<file path="config.mk">
export PLATFORM = sky130hd
export DESIGN_NAME = nand_addr_seq
export DESIGN_NICKNAME = d
export VERILOG_FILES = /design/src/rtl/nand_addr_pkg.sv /design/src/rtl/nand_col_stage.sv /design/src/rtl/nand_row_stage.sv /design/src/rtl/nand_addr_ctl.sv /design/src/rtl/nand_addr_seq.sv
export SDC_FILE = /design/constraint.sdc
export NUM_CORES = 1
export LEC_CHECK = 0
export ABC_AREA = 1
export BUFFER_PORTS_ARGS = -buffer_cell sky130_fd_sc_hd__buf_2
export CAP_MARGIN = 20
export CORE_MARGIN = 2
export CORE_UTILIZATION = 35
export DETAILED_ROUTE_END_ITERATION = 10
export HOLD_SLACK_MARGIN = 0.12
export PLACE_DENSITY = 0.62
export RECOVER_POWER = 25
export SLEW_MARGIN = 25
export SYNTH_ARGS = -nofsm -noshare
export SYNTH_HDL_FRONTEND = slang
export SYNTH_HIERARCHICAL = 1
export SYNTH_SLANG_ARGS = --single-unit
</file>
<file path="constraint.sdc">
create_clock -name clk -period 2.4 [get_ports clk]
set_input_delay 0 -clock clk [delete_from_list [all_inputs] [get_ports clk]]
set_output_delay 0 -clock clk [all_outputs]
set_load 0.05 [all_outputs]
</file>
<file path="src/rtl/nand_addr_pkg.sv">
// Package: shared encodings for the NAND address cycle sequencer.
// Assumes: address bytes are 8 bits wide, as on every NAND bus.
package nand_addr_pkg;

    localparam int ADDR_BYTE_W = 8;

    // Page size selector; the reserved code behaves like the small page.
    typedef enum logic [1:0] {
        PG_512 = 2'd0,
        PG_2K  = 2'd1,
        PG_4K  = 2'd2,
        PG_RSV = 2'd3
    } page_size_e;

    // Number of column bytes for a request.
    function automatic logic [1:0] col_byte_count(input logic present, input page_size_e pg);
        if (!present)
            return 2'd0;
        else if (pg == PG_2K || pg == PG_4K)
            return 2'd2;
        else
            return 2'd1;
    endfunction

endpackage

</file>
<file path="src/rtl/nand_col_stage.sv">
// Module: nand_col_stage
// Holds the column bytes of one request and steps through them.
// Assumes: COL_W >= 13 so that the widest upper column field exists;
// load and adv are never high together (the controller guarantees it).
module nand_col_stage
    import nand_addr_pkg::*;
#(
    parameter int COL_W = 16
) (
    input  logic                   clk,
    input  logic                   rst_n,
    input  logic                   load,
    input  logic                   adv,
    input  logic                   col_present,
    input  logic [COL_W-1:0]       col_addr,
    input  logic [1:0]             page_size,
    output logic [ADDR_BYTE_W-1:0] col_byte,
    output logic                   col_pend,
    output logic                   col_last
);

    logic [ADDR_BYTE_W-1:0] lo_q;
    logic [ADDR_BYTE_W-1:0] hi_q;
    logic [ADDR_BYTE_W-1:0] hi_n;
    logic [1:0]             cnt_q;
    page_size_e             pg;

    assign pg = page_size_e'(page_size);

    // Upper column byte: width of the field depends on the page size.
    always_comb begin
        case (pg)
            PG_2K:   hi_n = {4'b0, col_addr[11:8]};
            PG_4K:   hi_n = {3'b0, col_addr[12:8]};
            default: hi_n = '0;
        endcase
    end

    // Capture the bytes on load; shift the upper byte down on each accept.
    always_ff @(posedge clk) begin
        if (!rst_n) begin
            lo_q  <= '0;
            hi_q  <= '0;
            cnt_q <= 2'd0;
        end else if (load) begin
            lo_q  <= col_addr[ADDR_BYTE_W-1:0];
            hi_q  <= hi_n;
            cnt_q <= col_byte_count(col_present, pg);
        end else if (adv) begin
            lo_q  <= hi_q;
            hi_q  <= '0;
            cnt_q <= cnt_q - 2'd1;
        end
    end

    assign col_byte = lo_q;
    assign col_pend = (cnt_q != 2'd0);
    assign col_last = (cnt_q == 2'd1);

    AST_COL_ADV_PENDING: assert property (@(posedge clk) disable iff (!rst_n)
        adv |-> col_pend) else $error("column advanced with no byte left");

    AST_COL_FIRST_LOW: assert property (@(posedge clk) disable iff (!rst_n)
        load && col_present |=> col_pend && col_byte == $past(col_addr[7:0]))
        else $error("first column byte is not the low column byte");

endmodule

</file>
<file path="src/rtl/nand_row_stage.sv">
// Module: nand_row_stage
// Holds the row address and its mask, shifting both by one byte per accept.
// Assumes: ROW_W is a multiple of 8; a present row always emits one byte.
module nand_row_stage
    import nand_addr_pkg::*;
#(
    parameter int ROW_W = 32
) (
    input  logic                   clk,
    input  logic                   rst_n,
    input  logic                   load,
    input  logic                   adv,
    input  logic                   row_present,
    input  logic [ROW_W-1:0]       row_addr,
    input  logic [ROW_W-1:0]       row_mask,
    output logic [ADDR_BYTE_W-1:0] row_byte,
    output logic                   row_pend,
    output logic                   row_last
);

    logic [ROW_W-1:0] row_q;
    logic [ROW_W-1:0] mask_q;
    logic [ROW_W-1:0] mask_shift;
    logic             pend_q;

    assign mask_shift = mask_q >> ADDR_BYTE_W;

    // Load the row; after each accept shift row and mask, stop on empty mask.
    always_ff @(posedge clk) begin
        if (!rst_n) begin
            row_q  <= '0;
            mask_q <= '0;
            pend_q <= 1'b0;
        end else if (load) begin
            row_q  <= row_addr;
            mask_q <= row_mask;
            pend_q <= row_present;
        end else if (adv) begin
            row_q  <= row_q >> ADDR_BYTE_W;
            mask_q <= mask_shift;
            pend_q <= (mask_shift != '0);
        end
    end

    assign row_byte = row_q[ADDR_BYTE_W-1:0];
    assign row_pend = pend_q;
    assign row_last = (mask_shift == '0);

    AST_ROW_ADV_PENDING: assert property (@(posedge clk) disable iff (!rst_n)
        adv |-> row_pend) else $error("row advanced with no byte left");

    AST_ROW_AT_LEAST_ONE: assert property (@(posedge clk) disable iff (!rst_n)
        load && row_present |=> row_pend) else $error("present row emitted nothing");

endmodule

</file>
<file path="src/rtl/nand_addr_ctl.sv">
// Module: nand_addr_ctl
// Handshake and completion control: takes a request when idle, routes
// accepts to the column stage first and then the row stage, and raises
// the completion pulse.
// Assumes: the stages report pending and last-byte status combinationally.
module nand_addr_ctl (
    input  logic clk,
    input  logic rst_n,
    input  logic start,
    input  logic col_present,
    input  logic row_present,
    input  logic col_pend,
    input  logic col_last,
    input  logic row_pend,
    input  logic row_last,
    input  logic addr_ready,
    output logic load,
    output logic col_adv,
    output logic row_adv,
    output logic addr_valid,
    output logic done
);

    logic fire;
    logic last_byte;
    logic done_q;

    // Handshake decode and routing of an accept to the active stage.
    always_comb begin
        addr_valid = col_pend || row_pend;
        load       = start && !addr_valid;
        fire       = addr_valid && addr_ready;
        col_adv    = fire && col_pend;
        row_adv    = fire && !col_pend;
        last_byte  = col_pend ? (col_last && !row_pend) : row_last;
    end

    // Completion pulse: after the final accept, or at once for an empty request.
    always_ff @(posedge clk) begin
        if (!rst_n)
            done_q <= 1'b0;
        else
            done_q <= (fire && last_byte) || (load && !col_present && !row_present);
    end

    assign done = done_q;

    AST_DONE_IDLE: assert property (@(posedge clk) disable iff (!rst_n)
        done |-> !addr_valid) else $error("done while a byte is offered");

    AST_DONE_CAUSE: assert property (@(posedge clk) disable iff (!rst_n)
        done |-> $past(fire) || $past(load)) else $error("done without accept or request");

    AST_BUSY_NO_LOAD: assert property (@(posedge clk) disable iff (!rst_n)
        addr_valid && start && !addr_ready |=> addr_valid) else $error("start disturbed a sequence");

endmodule

</file>
<file path="src/rtl/nand_addr_seq.sv">
// Module: nand_addr_seq (top)
// NAND address cycle sequencer: emits column bytes then row bytes, one per
// valid/ready handshake, and pulses done after the last one.
// Assumes: COL_W >= 13, ROW_W a multiple of 8.
module nand_addr_seq
    import nand_addr_pkg::*;
#(
    parameter int COL_W = 16,
    parameter int ROW_W = 32
) (
    input  logic             clk,
    input  logic             rst_n,
    input  logic             start,
    input  logic             col_present,
    input  logic [COL_W-1:0] col_addr,
    input  logic [1:0]       page_size,
    input  logic             row_present,
    input  logic [ROW_W-1:0] row_addr,
    input  logic [ROW_W-1:0] row_mask,
    output logic             addr_valid,
    output logic [7:0]       addr_byte,
    input  logic             addr_ready,
    output logic             done
);

    logic                   load;
    logic                   col_adv;
    logic                   row_adv;
    logic [ADDR_BYTE_W-1:0] col_byte;
    logic [ADDR_BYTE_W-1:0] row_byte;
    logic                   col_pend;
    logic                   col_last;
    logic                   row_pend;
    logic                   row_last;

    nand_col_stage #(.COL_W(COL_W)) u_col (
        .clk        (clk),
        .rst_n      (rst_n),
        .load       (load),
        .adv        (col_adv),
        .col_present(col_present),
        .col_addr   (col_addr),
        .page_size  (page_size),
        .col_byte   (col_byte),
        .col_pend   (col_pend),
        .col_last   (col_last)
    );

    nand_row_stage #(.ROW_W(ROW_W)) u_row (
        .clk        (clk),
        .rst_n      (rst_n),
        .load       (load),
        .adv        (row_adv),
        .row_present(row_present),
        .row_addr   (row_addr),
        .row_mask   (row_mask),
        .row_byte   (row_byte),
        .row_pend   (row_pend),
        .row_last   (row_last)
    );

    nand_addr_ctl u_ctl (
        .clk        (clk),
        .rst_n      (rst_n),
        .start      (start),
        .col_present(col_present),
        .row_present(row_present),
        .col_pend   (col_pend),
        .col_last   (col_last),
        .row_pend   (row_pend),
        .row_last   (row_last),
        .addr_ready (addr_ready),
        .load       (load),
        .col_adv    (col_adv),
        .row_adv    (row_adv),
        .addr_valid (addr_valid),
        .done       (done)
    );

    // Output byte: column stage has priority over the row stage.
    always_comb begin
        if (col_pend)
            addr_byte = col_byte;
        else if (row_pend)
            addr_byte = row_byte;
        else
            addr_byte = '0;
    end

    AST_HOLD_BYTE: assert property (@(posedge clk) disable iff (!rst_n)
        addr_valid && !addr_ready |=> addr_valid && $stable(addr_byte))
        else $error("offered byte changed before accept");

endmodule

</file>
Word-level counts from Yosys, hierarchy flattened --
Index checks and enable logic that the tools add are counted.
Operators by class: equal/unequal tests 3, multiplexer cells 18, reductions and logical operators 21, add/subtract/negate cells 1
Operator list (count):
- 2-to-1 mux 32 bit | 4
- 2-to-1 mux 8 bit | 6
- logical NOT 32 bit | 1
- nonzero test 32 bit | 1
- case mux 5 bit (2 select lines) | 1
- logical AND 1 bit | 8
- 2-to-1 mux 2 bit | 4
- nonzero test 2 bit | 3
- logical NOT 1 bit | 5
- == test 2 x 1 -> 1 bit (second input constant) | 2
- logical OR 1 bit | 3
- 2-to-1 mux 1 bit | 3
- == test 2 bit (second input constant) | 1
- subtractor 2 x 1 -> 2 bit (second input constant) | 1
Word-level totals: output and inout port bits 10, input port bits 88, flip-flop bits (word level) 84

Depth between registers and ports, before layout --
Gate-level depths: netlist (run 1).
word-level depth 7, mapped depth 14, depth with buffers taken out 13

Hierarchy --
The synthesis (run 1) kept the hierarchy.
Modules (own cells, without submodules):
- nand_row_stage | times used 1, cells an instance 363, area each 2479.9 sq um
- nand_col_stage | times used 1, cells an instance 110, area each 726.9 sq um
- nand_addr_seq | times used 1, cells an instance 27, area each 120.1 sq um
- nand_addr_ctl | times used 1, cells an instance 20, area each 110.1 sq um

Worst setup path before layout (run 1) --
No wires, ideal clock.
path type register to register, start reg u_col.cnt_q[0], end reg u_row.row_q[11], period minus slack after synthesis 2.161 ns, arrival 2.087 ns, setup slack 0.239 ns, setup time 0.074 ns, stages on the path, launching flop included 11, required time 2.326 ns, path through dfxtp_1 > inv_1 > ha_1 > inv_1 > nor2_2 > inv_1 > nor2_1 > buf_4 > buf_2 > nand2_1 > a31oi_1
Between the ends: word-level cells in the longest chain between the ends 5
Ends and longest elaborated chain:
- from (decl) | line nand_col_stage.sv:25 | logic [1:0] cnt_q;
- from (signal assigned) | line nand_col_stage.sv:48 | cnt_q <= col_byte_count(col_present, pg);
- from (signal assigned) | line nand_col_stage.sv:52 | cnt_q <= cnt_q - 2'd1;
- nonzero test 2 bit * | line nand_col_stage.sv:57 | assign col_pend = (cnt_q != 2'd0);
- net col_pend | line nand_addr_seq.sv:31 | logic col_pend;
- logical OR 1 bit * | line nand_addr_ctl.sv:30 | addr_valid = col_pend || row_pend;
- net addr_valid | line nand_addr_seq.sv:20 | output logic addr_valid,
- logical NOT 1 bit * | line nand_addr_ctl.sv:31 | load = start && !addr_valid;
- logical AND 1 bit * | line nand_addr_ctl.sv:31
- net load | line nand_addr_seq.sv:26 | logic load;
- 2-to-1 mux 32 bit / nonzero test 2 bit (equally long branches)
- to (signal assigned) | line nand_row_stage.sv:35 | row_q <= row_addr;
- to (signal assigned) | line nand_row_stage.sv:39 | row_q <= row_q >> ADDR_BYTE_W;
- to (decl) | line nand_row_stage.sv:21 | logic [ROW_W-1:0] row_q;
The timed path passes the listed nets; every way through them passes the cells marked *. A chain may end at the register's enable or synchronous reset.

Worst setup path in the final report (run 1) --
start reg u_col.cnt_q[0], end reg u_ctl.done_q (netlist: u_ctl/done)
Between the ends: word-level cells in the longest chain between the ends 7
Ends and longest elaborated chain:
- nonzero test 2 bit * | line nand_col_stage.sv:57
- net col_pend | line nand_addr_seq.sv:31
- logical OR 1 bit | line nand_addr_ctl.sv:30
- logical NOT 1 bit | line nand_addr_ctl.sv:31
- logical AND 1 bit | line nand_addr_ctl.sv:31
- logical AND 1 bit (2 in series) | line nand_addr_ctl.sv:43 | done_q <= (fire && last_byte) || (load && !col_present && !row_present);
- logical OR 1 bit * | line nand_addr_ctl.sv:43
- to (signal assigned) | line nand_addr_ctl.sv:43
- to (decl) | line nand_addr_ctl.sv:26 | logic done_q;
Marked as above.

==> results.ini, run 1 <==
[drt]
route.detailed.drc = 0
totalWireLength_um = 9390
wl_per_cell_um = 11.7
drtIter0Drc = 151
drt_pass1_iterations = 4
ant_nets = 0
via_per_inst = 4.47
num_vias = 3592

[clock_tree]
post_cts_buffers = 0
ctsRootBufferMaster = clkbuf_8
cts_resized = 0
numCtsBuffers = 9
clock-sinks = 73
clockBufferDepth = 2
cts_max_level = 3
clk_pin_slew_ns = 0.09
clk_latency_ns = 0.34
cts_tree = done

[final_layout]
area_growth_pct = 39.7
drive_above_1_share_pct = 16.7
finish.utilization_pct = 49.8
diodes = 0
nets = 758

[timing]
worst_pin_slew_ns = 0.641
slew_violations = 0
grt_setup_unrepaired = false
fin_crit_sh_pct = 91.7
skew_ns = 0.0119
fmax_ghz = 0.454
fin_crit_ns = 2.20
slew_headroom_pct = 57.2
fin_tns_setup_ns = 0
setup_viol_count_final = 0
final-hold-violation-count = 0

[placed_design]
numPortBuffers = 86
dp_hpwl_um = 5960
gp_congestion = 0.811

[die]
initial_core_util_pct = 35.7
die_area_sq_mm = 0.0106
num_rows = 36
die_h_um = 103
core_sq_mm = 0.00964
io_pins = 98
dieWidth_um = 103

[critical_path]
path_max_fanout = 4
worstSetupStartpointType = flop
critical_path_arrival_ns = 2.49
crit_start = u_col/cnt_q[0]
cp_data_required_time_ns = 2.69
r2r_start = u_col/cnt_q[0]
reg2reg_slack_ns = 0.20
cp-end-kind = flop
worstSetupPathType = reg2reg

[synth]
avgSynthCellArea_sq_um = 6.61
ys.warnings.count = 6
netlist-cell-type-count = 23
syn_area_sq_mm = 0.00344
yosys_register_bits = 73
seq_area_frac_synth_pct = 42.5
synthesis.nets = 612
postSynthCellCount = 520

[power_and_ir_drop]
peakVddDrop_mv = 0.583
p_per_area_mw_per_mm2 = 1040
p_leak_nw = 2.31

[grt]
grt-ovfl-total = 0
grt_use_total_pct = 18.2
antenna_found_initial = 0
grt_max_degree = 42
grt_pass1_wl_um = 15200
grt_pass1_vias = 3326

[worst_hold_path]
hold_class = in2reg
hp-start = page_size[1]

[job]
max-cap-violations = 0

[status]
outcome = finished, final reports clean

==> critical path, cell delays in order (launching register included) <==
cell,delay (ns)
dfxtp_1,0.34
inv_1,0.07
ha_1,0.14
inv_1,0.07
nor2_2,0.18
nand3_2,0.09
dlygate4sd3_1,0.58
a21oi_2,0.13
dlygate4sd3_1,0.54
==> state kept, by name, indices dropped and copies added, names as in the netlist <==
register        count
u_row/row_q        32
u_col/hi_q          5
u_col/cnt_q         2
u_ctl/done          1
u_row/mask_q       24
u_col/col_byte      8
u_row/row_pend      1
==> stage by stage <==
stage                     worst slack [ns]  cell area (sq um)  hold WS [ns]  std cells  power (mW)
after CTS                            0.225               4830         0.141        804        5.04
after detailed placement             0.410               3920         0.257        714        4.08
after global placement               0.483               3920         0.255        714        4.02
final                                0.200               4800         0.142        804        4.97
after global routing                0.0436               4800         0.171        804        5.41
after floorplan                      0.239               3440         0.122        520        3.63
==> cells by family (layout without fill, tap and decap cells) <==
| kind of cell | Yosys count | count (layout) | synth area share, % |
|---|---|---|---|
| compound gates | 62 | 62 | 10.2 |
| buf+inv | 78 | 229 | 11.0 |
| fa+ha+maj | 4 | 4 | 1.46 |
| flops | 73 | 73 | 42.5 |
| simple gates | 303 | 303 | 34.9 |
==> synthesized netlist by cell type, drive strengths merged <==
cell type,n,area [sq um]
clkinv,1,3.75
inv,43,161
nand3,34,175
a22oi,10,75.1
ha,4,50.1
dfxtp,73,1460
nor3,1,5.00
nand2,230,863
nor2,38,155
clkbuf,6,23.8
a31oi,9,56.3
a21oi,36,184
o21ai,7,35.0
buf,28,188
==> power breakdown <==
group,switching (mW),internal (mW),total [mW]
combinational,1.58,0.774,2.36
sequential,0.200,1.56,1.76
clock,0.477,0.373,0.849
==> per-layer routing <==
metal	track usage, %	vias to the layer above	wire length, um
met3	2.92	14	358
met2	29.8	89	4350
li1	-	1907	-
met5	0	-	0
met4	6.88	0	150
met1	24.2	1582	4540
==> layout make-up <==
cell class	count	area [sq um]
tap	133	166
timing repair buffer	169	1230
inverter	44	165
clock buffer	9	124
clock inverter	7	46.3
multi-input combinational	369	1600
fill	1010	4840
sequential	73	1460
==> cells in the final DEF (no fill, tap or decap), drive strengths merged <==
cell and instances:
a21oi 36, nor3 1, dlygate4sd3 74, nor2 38, o21ai 7, a22oi 10, clkinvlp 3, clkbuf 20
a31oi 9, nand3 34, dfxtp 73, nand2 230, buf 84, ha 4, inv 44, clkinv 4
==> final timing paths <==
check	end	cells past startpoint
setup / recovery	u_ctl/done	8
hold / removal	u_col/hi_q[0]	5
setup reg to reg	u_ctl/done	8
hold reg to reg	u_row/row_q[24]	2
==> what timing repair did <==
item	in CTS	in global routing
endpoints found under the hold margin	73	0
setup endpoints to repair	0	0
hold buffers	74	0
Power figures use the tool's default switching activity.
==> inputs of run 2 (changes only) <==
- CORE_MARGIN: 2 -> 4
==> results.ini, run 2 (synthesis gave the netlist of run 1 again) <==
[timing]
worst_pin_slew_ns = 0.637  ; -0.00433 ns
grt_setup_unrepaired = false
fin_ws_ns = 0.207  ; +0.00710 ns
skew_ns = 0.00852  ; -0.00336 ns
fin_tns_setup_ns = 0  ; unchanged
final-hold-violation-count = 0  ; unchanged
slew_headroom_pct = 57.5  ; +0.29 points
fmax_ghz = 0.456  ; +0.32%
fin_crit_sh_pct = 91.4  ; -0.30 points
setup_viol_count_final = 0  ; unchanged
slew_violations = 0  ; unchanged
fin_crit_ns = 2.19  ; -0.00710 ns

[die]
core_sq_mm = 0.00942  ; -2.3%
num_rows = 35  ; -2.8%
die_h_um = 107  ; +3.9%
io_pins = 98  ; unchanged
dieWidth_um = 107  ; +3.9%
die_area_sq_mm = 0.0115  ; +7.9%
initial_core_util_pct = 36.5  ; +0.85 points

[drt]
wl_per_cell_um = 11.8  ; +0.77%
ant_nets = 0  ; unchanged
num_vias = 3558  ; -0.95%
totalWireLength_um = 9400  ; about the same
route.detailed.drc = 0  ; unchanged
drtIter0Drc = 199  ; +32%
drt_pass1_iterations = 5  ; +1
via_per_inst = 4.46  ; -0.20%

[final_layout]
top_register = u_row/row_q
largest_reg_flops = 32  ; unchanged
num-fill-cells = 925  ; -8.4%
diodes = 0  ; unchanged
area_growth_pct = 41.5
fin_area_sq_mm = 0.00486  ; +1.3%
final_cell_mix = nand2_1 (230), buf_2 (78), dlygate4sd3_1 (74)
nets = 756  ; -0.26%
final_cells = 798  ; -0.75%
drive_above_1_share_pct = 17.0  ; +0.35 points
final_common_cell = nand2_1

[critical_path]
cp_slowest_stage_delay_ns = 0.58  ; about the same
cp-end-kind = flop
cp_slowest_cell = dlygate4sd3_1
cp_data_required_time_ns = 2.68  ; about the same
crit_chain = inv_1, ha_1, inv_1, nor2_2, nand3_2, dlygate4sd3_1, a21oi_2, dlygate4sd3_1
path_max_fanout = 4  ; unchanged
worstSetupPathType = reg2reg
worstSetupStartpointType = flop
critical_path_arrival_ns = 2.47  ; -0.02 ns

[power_and_ir_drop]
p_per_area_mw_per_mm2 = 1070  ; +3.3%
p_sw_share_pct = 42.9  ; -2.6 points
switchingPower_mw = 2.23  ; -1.3%
peakVddDrop_mv = 0.503  ; -14%
p_seq_share_pct = 33.9  ; -1.6 points
power_frac_comb_pct = 45.4  ; -2.1 points
power.share.clock_pct = 20.7  ; +3.6 points
p_leak_nw = 2.35  ; +1.9%
p_int_mw = 2.97  ; +9.6%

[grt]
grt-ovfl-total = 0  ; unchanged
grt_pass1_vias = 3400  ; +2.2%
antenna_found_initial = 0  ; unchanged
grt_pass1_wl_um = 15400  ; +1.5%
grt_use_total_pct = 16.5  ; -1.8 points
grt_max_degree = 73  ; +74%

[placed_design]
placed_cell_area_sq_mm = 0.00391  ; -0.19%
dp_hpwl_um = 6090  ; +2.2%
gp_congestion = 0.780  ; -3.8%
dp_cells = 708  ; -0.84%
numPortBuffers = 86  ; unchanged
post-place-ws_ns = 0.325  ; -0.0844 ns

[job]
max-cap-violations = 0  ; unchanged

[clock_tree]
numCtsBuffers = 9  ; unchanged
post_cts_buffers = 0  ; unchanged
clock-sinks = 73  ; unchanged
cts_resized = 0  ; unchanged
clk_pin_slew_ns = 0.08  ; about the same
clk_latency_ns = 0.34  ; about the same
cts_max_level = 3  ; unchanged
clockBufferDepth = 2  ; unchanged
ctsRootBufferMaster = clkbuf_8
hold_buffers = 74  ; unchanged
cts_tree = done

[status]
outcome = finished, final reports clean

[worst_hold_path]
hold_class = in2reg

==> run 2: stage by stage <==
stage	hold WS (ns)	utilization [%]	power (mW)
after global placement	0.252	41.5	4.03
after detailed placement	0.258	41.5	4.08
after CTS	0.155	51.7	5.25
after global routing	0.188	51.7	5.62
after floorplan	0.122	-	3.63
final	0.169	51.7	5.20
==> run 2: final timing paths <==
kind	from	end	slack (ns)	depth (start not counted)
worst max-delay path	u_col/cnt_q[0]	u_ctl/done	0.21	8
worst min-delay path	page_size[1]	u_col/hi_q[2]	0.17	5
worst min register to register	u_row/row_q[24]	u_row/row_q[24]	0.46	2
worst max register to register	u_col/cnt_q[0]	u_ctl/done	0.21	8
==> run 2: critical path: cells and delay by family, from the launching register on <==
family | cells | cell delay, ns
AO/OA/AOI/OAI | 1 | 0.13
adder cells (fa/ha/maj) | 1 | 0.13
buffers and inverters | 4 | 1.26
flip-flops | 1 | 0.35
AND/OR/NAND/NOR | 2 | 0.26
==> run 2: cell type report <==
type                       instances  area [sq um]  area share [%]
multi-input combinational        369          1610            33.1
sequential                        73          1460            30.0
timing repair buffer             167          1240            25.5
inverter                          44           165            3.40
tap                              129           161            3.32
clock buffer                      12           145            2.98
clock inverter                     4          76.3            1.57
==> run 2: routing by layer <==
layer | wire length [um] | vias to the layer above | track usage (%)
li1 | - | 1894 | -
met1 | 4540 | 1562 | 21.9
met2 | 4330 | 92 | 27.0
met3 | 399 | 10 | 2.59
met4 | 124 | 0 | 5.66
met5 | 0 | - | 0
==> run 2: power by group through the flow <==
stage          sequential [mW]  combinational (mW)  clock, mW
2_1_floorplan             1.74                1.89          0
6_report                  1.76                2.36       1.08
5_1_grt                   1.80                2.67       1.15
3_3_place_gp              1.77                2.25          0
3_5_place_dp              1.78                2.29          0
4_1_cts                   1.76                2.39       1.10
==> inputs of run 3 (changes only) <==
- PLACE_DENSITY: 0.62 -> 0.63
- SYNTH_HIERARCHICAL: 1 -> not set
==> results.ini, run 3 <==
[synth]
async_flop_share_pct = 0  ; unchanged
syn_area_sq_mm = 0.00330  ; -3.9%
synth_xor_area_share_pct = 0  ; unchanged
postSynthCellCount = 463  ; -11%
synth-compound-area-share_pct = 14.6  ; +4.4 points
netlist-cell-type-count = 23  ; unchanged
yosysTopAreaCell = dfxtp_1
ys.warnings.count = 0  ; -6
synth_top_area_share_pct = 44.3  ; +1.7 points
yosys_register_bits = 73  ; unchanged
post_synth_and_or_nand_nor_area_fraction_pct = 31.2  ; -3.7 points
synth_adder_area_share_pct = 1.52  ; +0.060 points
synthesis.nets = 555  ; -9.3%
seq_area_frac_synth_pct = 44.3  ; +1.7 points
synthMuxAreaShare_pct = 0  ; unchanged
synth_most_common_cell = nand2_1
synthFlopType = dfxtp_1
synth_commonest_cells = nand2_1 (177), dfxtp_1 (73), nand3_1 (49), a31oi_1 (33), a21oi_1 (27)
synth_top_family_by_area = simple AND/OR/NAND/NOR gates
yosys-top-cells-area = dfxtp_1 (44%), nand2_1 (20%), nand3_1 (7.4%)
avgSynthCellArea_sq_um = 7.13  ; +7.9%
synth_edf_count = 0  ; unchanged

[placed_design]
numPortBuffers = 86  ; unchanged
dp_hpwl_um = 6220  ; +2.1%
gp_congestion = 0.790  ; +1.3%

[power_and_ir_drop]
p_sw_share_pct = 43.3  ; +0.40 points
power.share.clock_pct = 18.8  ; -1.9 points
total_power_mw = 4.35  ; -16%
switchingPower_mw = 1.89  ; -16%
peakVddDrop_mv = 0.346  ; -31%
p_seq_share_pct = 37.9  ; +4.0 points
power_frac_comb_pct = 43.2  ; -2.2 points
p_int_mw = 2.47  ; -17%
p_leak_nw = 1.98  ; -16%
p_per_area_mw_per_mm2 = 939  ; -12%

[drt]
top_layer_used = met4
ant_nets = 0  ; unchanged
via_per_inst = 4.83  ; +8.4%
drtIter0Drc = 161  ; -19%
drt_pass1_iterations = 4  ; -1
num_vias = 3514  ; -1.2%
route.met3.wl_um = 444  ; +11%
wl_per_cell_um = 13.0  ; +11%
totalWireLength_um = 9490  ; +0.98%
wl_met2_um = 4380  ; +1.1%
route.detailed.drc = 0  ; unchanged
drt-met1-wl_um = 4470  ; -1.5%

[worst_hold_path]
holdPathStages = 4  ; -1
hold_class = in2reg

[final_layout]
final_cell_mix = nand2_1 (178), buf_2 (76), dlygate4sd3_1 (74)
diodes = 0  ; unchanged
nets = 703  ; -7.0%
drive_above_1_share_pct = 16.9  ; -0.16 points
area_growth_pct = 40.4
largest_reg_flops = 32  ; unchanged
num-fill-cells = 929  ; +0.43%
top_register = u_row.row_q
final_common_cell = nand2_1

[job]
max-cap-violations = 0  ; unchanged

[clock_tree]
cts_tree = done
clk_latency_ns = 0.35  ; about the same
clockBufferDepth = 2  ; unchanged
cts_max_level = 3  ; unchanged
ctsRootBufferMaster = clkbuf_8
numCtsBuffers = 9  ; unchanged
clock-sinks = 73  ; unchanged
clk_pin_slew_ns = 0.07  ; about the same
cts_resized = 0  ; unchanged

[critical_path]
worstSetupStartpointType = flop
r2r_start = u_col.cnt_q[0]
cp_data_required_time_ns = 2.59  ; -0.09 ns
crit_start = u_col.cnt_q[0]
worstSetupPathType = reg2reg
critical_path_arrival_ns = 2.26  ; -0.21 ns
crit_end = u_row.row_pend
rr_worst_depth = 8  ; unchanged
cp-end-kind = flop
path_max_fanout = 28  ; +24
reg2reg_slack_ns = 0.34  ; +0.13 ns
timing.rr.end = u_row.row_pend

[timing]
skew_ns = 0.00679  ; -0.00173 ns
slew_violations = 0  ; unchanged
slew_headroom_pct = 30.2  ; -27 points
fin_crit_ns = 2.06  ; -0.130 ns
fin_crit_sh_pct = 86.0  ; -5.4 points
worst_pin_slew_ns = 1.04  ; +0.408 ns
grt_setup_unrepaired = false
final-hold-violation-count = 0  ; unchanged
setup_viol_count_final = 0  ; unchanged
fmax_ghz = 0.485  ; +6.3%
fin_tns_setup_ns = 0  ; unchanged

[die]
io_pins = 98  ; unchanged
core_sq_mm = 0.00920  ; -2.3%
die_area_sq_mm = 0.0111  ; -3.6%
initial_core_util_pct = 35.9  ; -0.60 points
num_rows = 35  ; unchanged
dieWidth_um = 105  ; -1.8%
die_h_um = 105  ; -1.8%

[status]
outcome = finished, final reports clean

[grt]
grt-ovfl-total = 0  ; unchanged
grt_pass1_vias = 3399  ; -0.029%
grt_use_total_pct = 17.9  ; +1.5 points
grt_max_degree = 67  ; -8.2%
antenna_found_initial = 0  ; unchanged
grt_pass1_wl_um = 16100  ; +4.2%

run 3: changes by cell type after synthesis, moves of 5 or more:
cell and delta:
a21oi_1 -8, a22oi_1 -10, a31oi_1 +24, buf_4 -7
inv_1 -19, nand2_1 -53, nand3_1 +16, nor2_1 -17
nor2_2 -5, o211ai_1 +10
run 3: worst min-delay path by stage:
stage,from,endpoint
2_1_floorplan,col_addr[8],u_col.hi_q[0]
3_3_place_gp,col_addr[11],u_col.hi_q[3]
3_5_place_dp,col_addr[11],u_col.hi_q[3]
4_1_cts,page_size[1],u_col.hi_q[4]
5_1_grt,page_size[1],u_col.hi_q[4]
6_report,page_size[1],u_col.hi_q[4]
run 3: area by class of cell:
type	instances	area [sq um]	share of cell area [%]
Clock buffer	11	131	2.83
Timing Repair Buffer	168	1220	26.2
Sequential cell	73	1460	31.5
Multi-Input combinational cell	333	1560	33.6
Clock inverter	5	32.5	0.702
Tap cell	111	139	3.00
Inverter	26	97.6	2.11
run 3: power groups by stage:
stage | clock [mW] | sequential (mW) | combinational [mW]
finish | 0.820 | 1.65 | 1.88
global route | 0.893 | 1.68 | 2.13
CTS | 0.845 | 1.65 | 1.92
detailed placement | 0 | 1.68 | 1.82
global placement | 0 | 1.67 | 1.79
floorplan | 0 | 1.63 | 1.47
run 3: cells by family after synthesis:
| kind of cell | Yosys count |
|---|---|
| buf+inv | 57 |
| simple gates | 248 |
| fa+ha+maj | 4 |
| flops | 73 |
| compound gates | 81 |
run 3: layer usage:
metal  track usage, %  vias up
met5                0        -
met1             24.3     1580
met4             7.40        0
met2             27.7       92
met3             3.64       15
li1                 -     1827
run 3: what timing repair did:
| action | in CTS | in global routing |
|---|---|---|
| hold buffers | 74 | 0 |
| endpoints found under the hold margin | 73 | 0 |
| setup buffers | 0 | 0 |
run 3: worst max-delay path, cell delays in order (launching register included):
cell and delay (ns):
dfxtp_1 0.36, inv_1 0.07, ha_1 0.24, nand3_4 0.09, buf_4 0.27, clkbuf_2 0.53
nand4_1 0.19, nand2_1 0.10, a21oi_1 0.06
run 3: per-stage QoR:
| stage | hold slack (ns) | std cells | area [sq um] | utilization (%) | setup WS (ns) |
|---|---|---|---|---|---|
| 2_1_floorplan | 0.143 | 463 | 3300 | - | 0.570 |
| 3_3_place_gp | 0.254 | 637 | 3750 | 40.8 | 0.491 |
| 3_5_place_dp | 0.256 | 637 | 3750 | 40.8 | 0.440 |
| 4_1_cts | 0.125 | 727 | 4650 | 50.6 | 0.369 |
| 5_1_grt | 0.152 | 727 | 4640 | 50.4 | 0.116 |
| 6_report | 0.141 | 727 | 4640 | 50.4 | 0.336 |
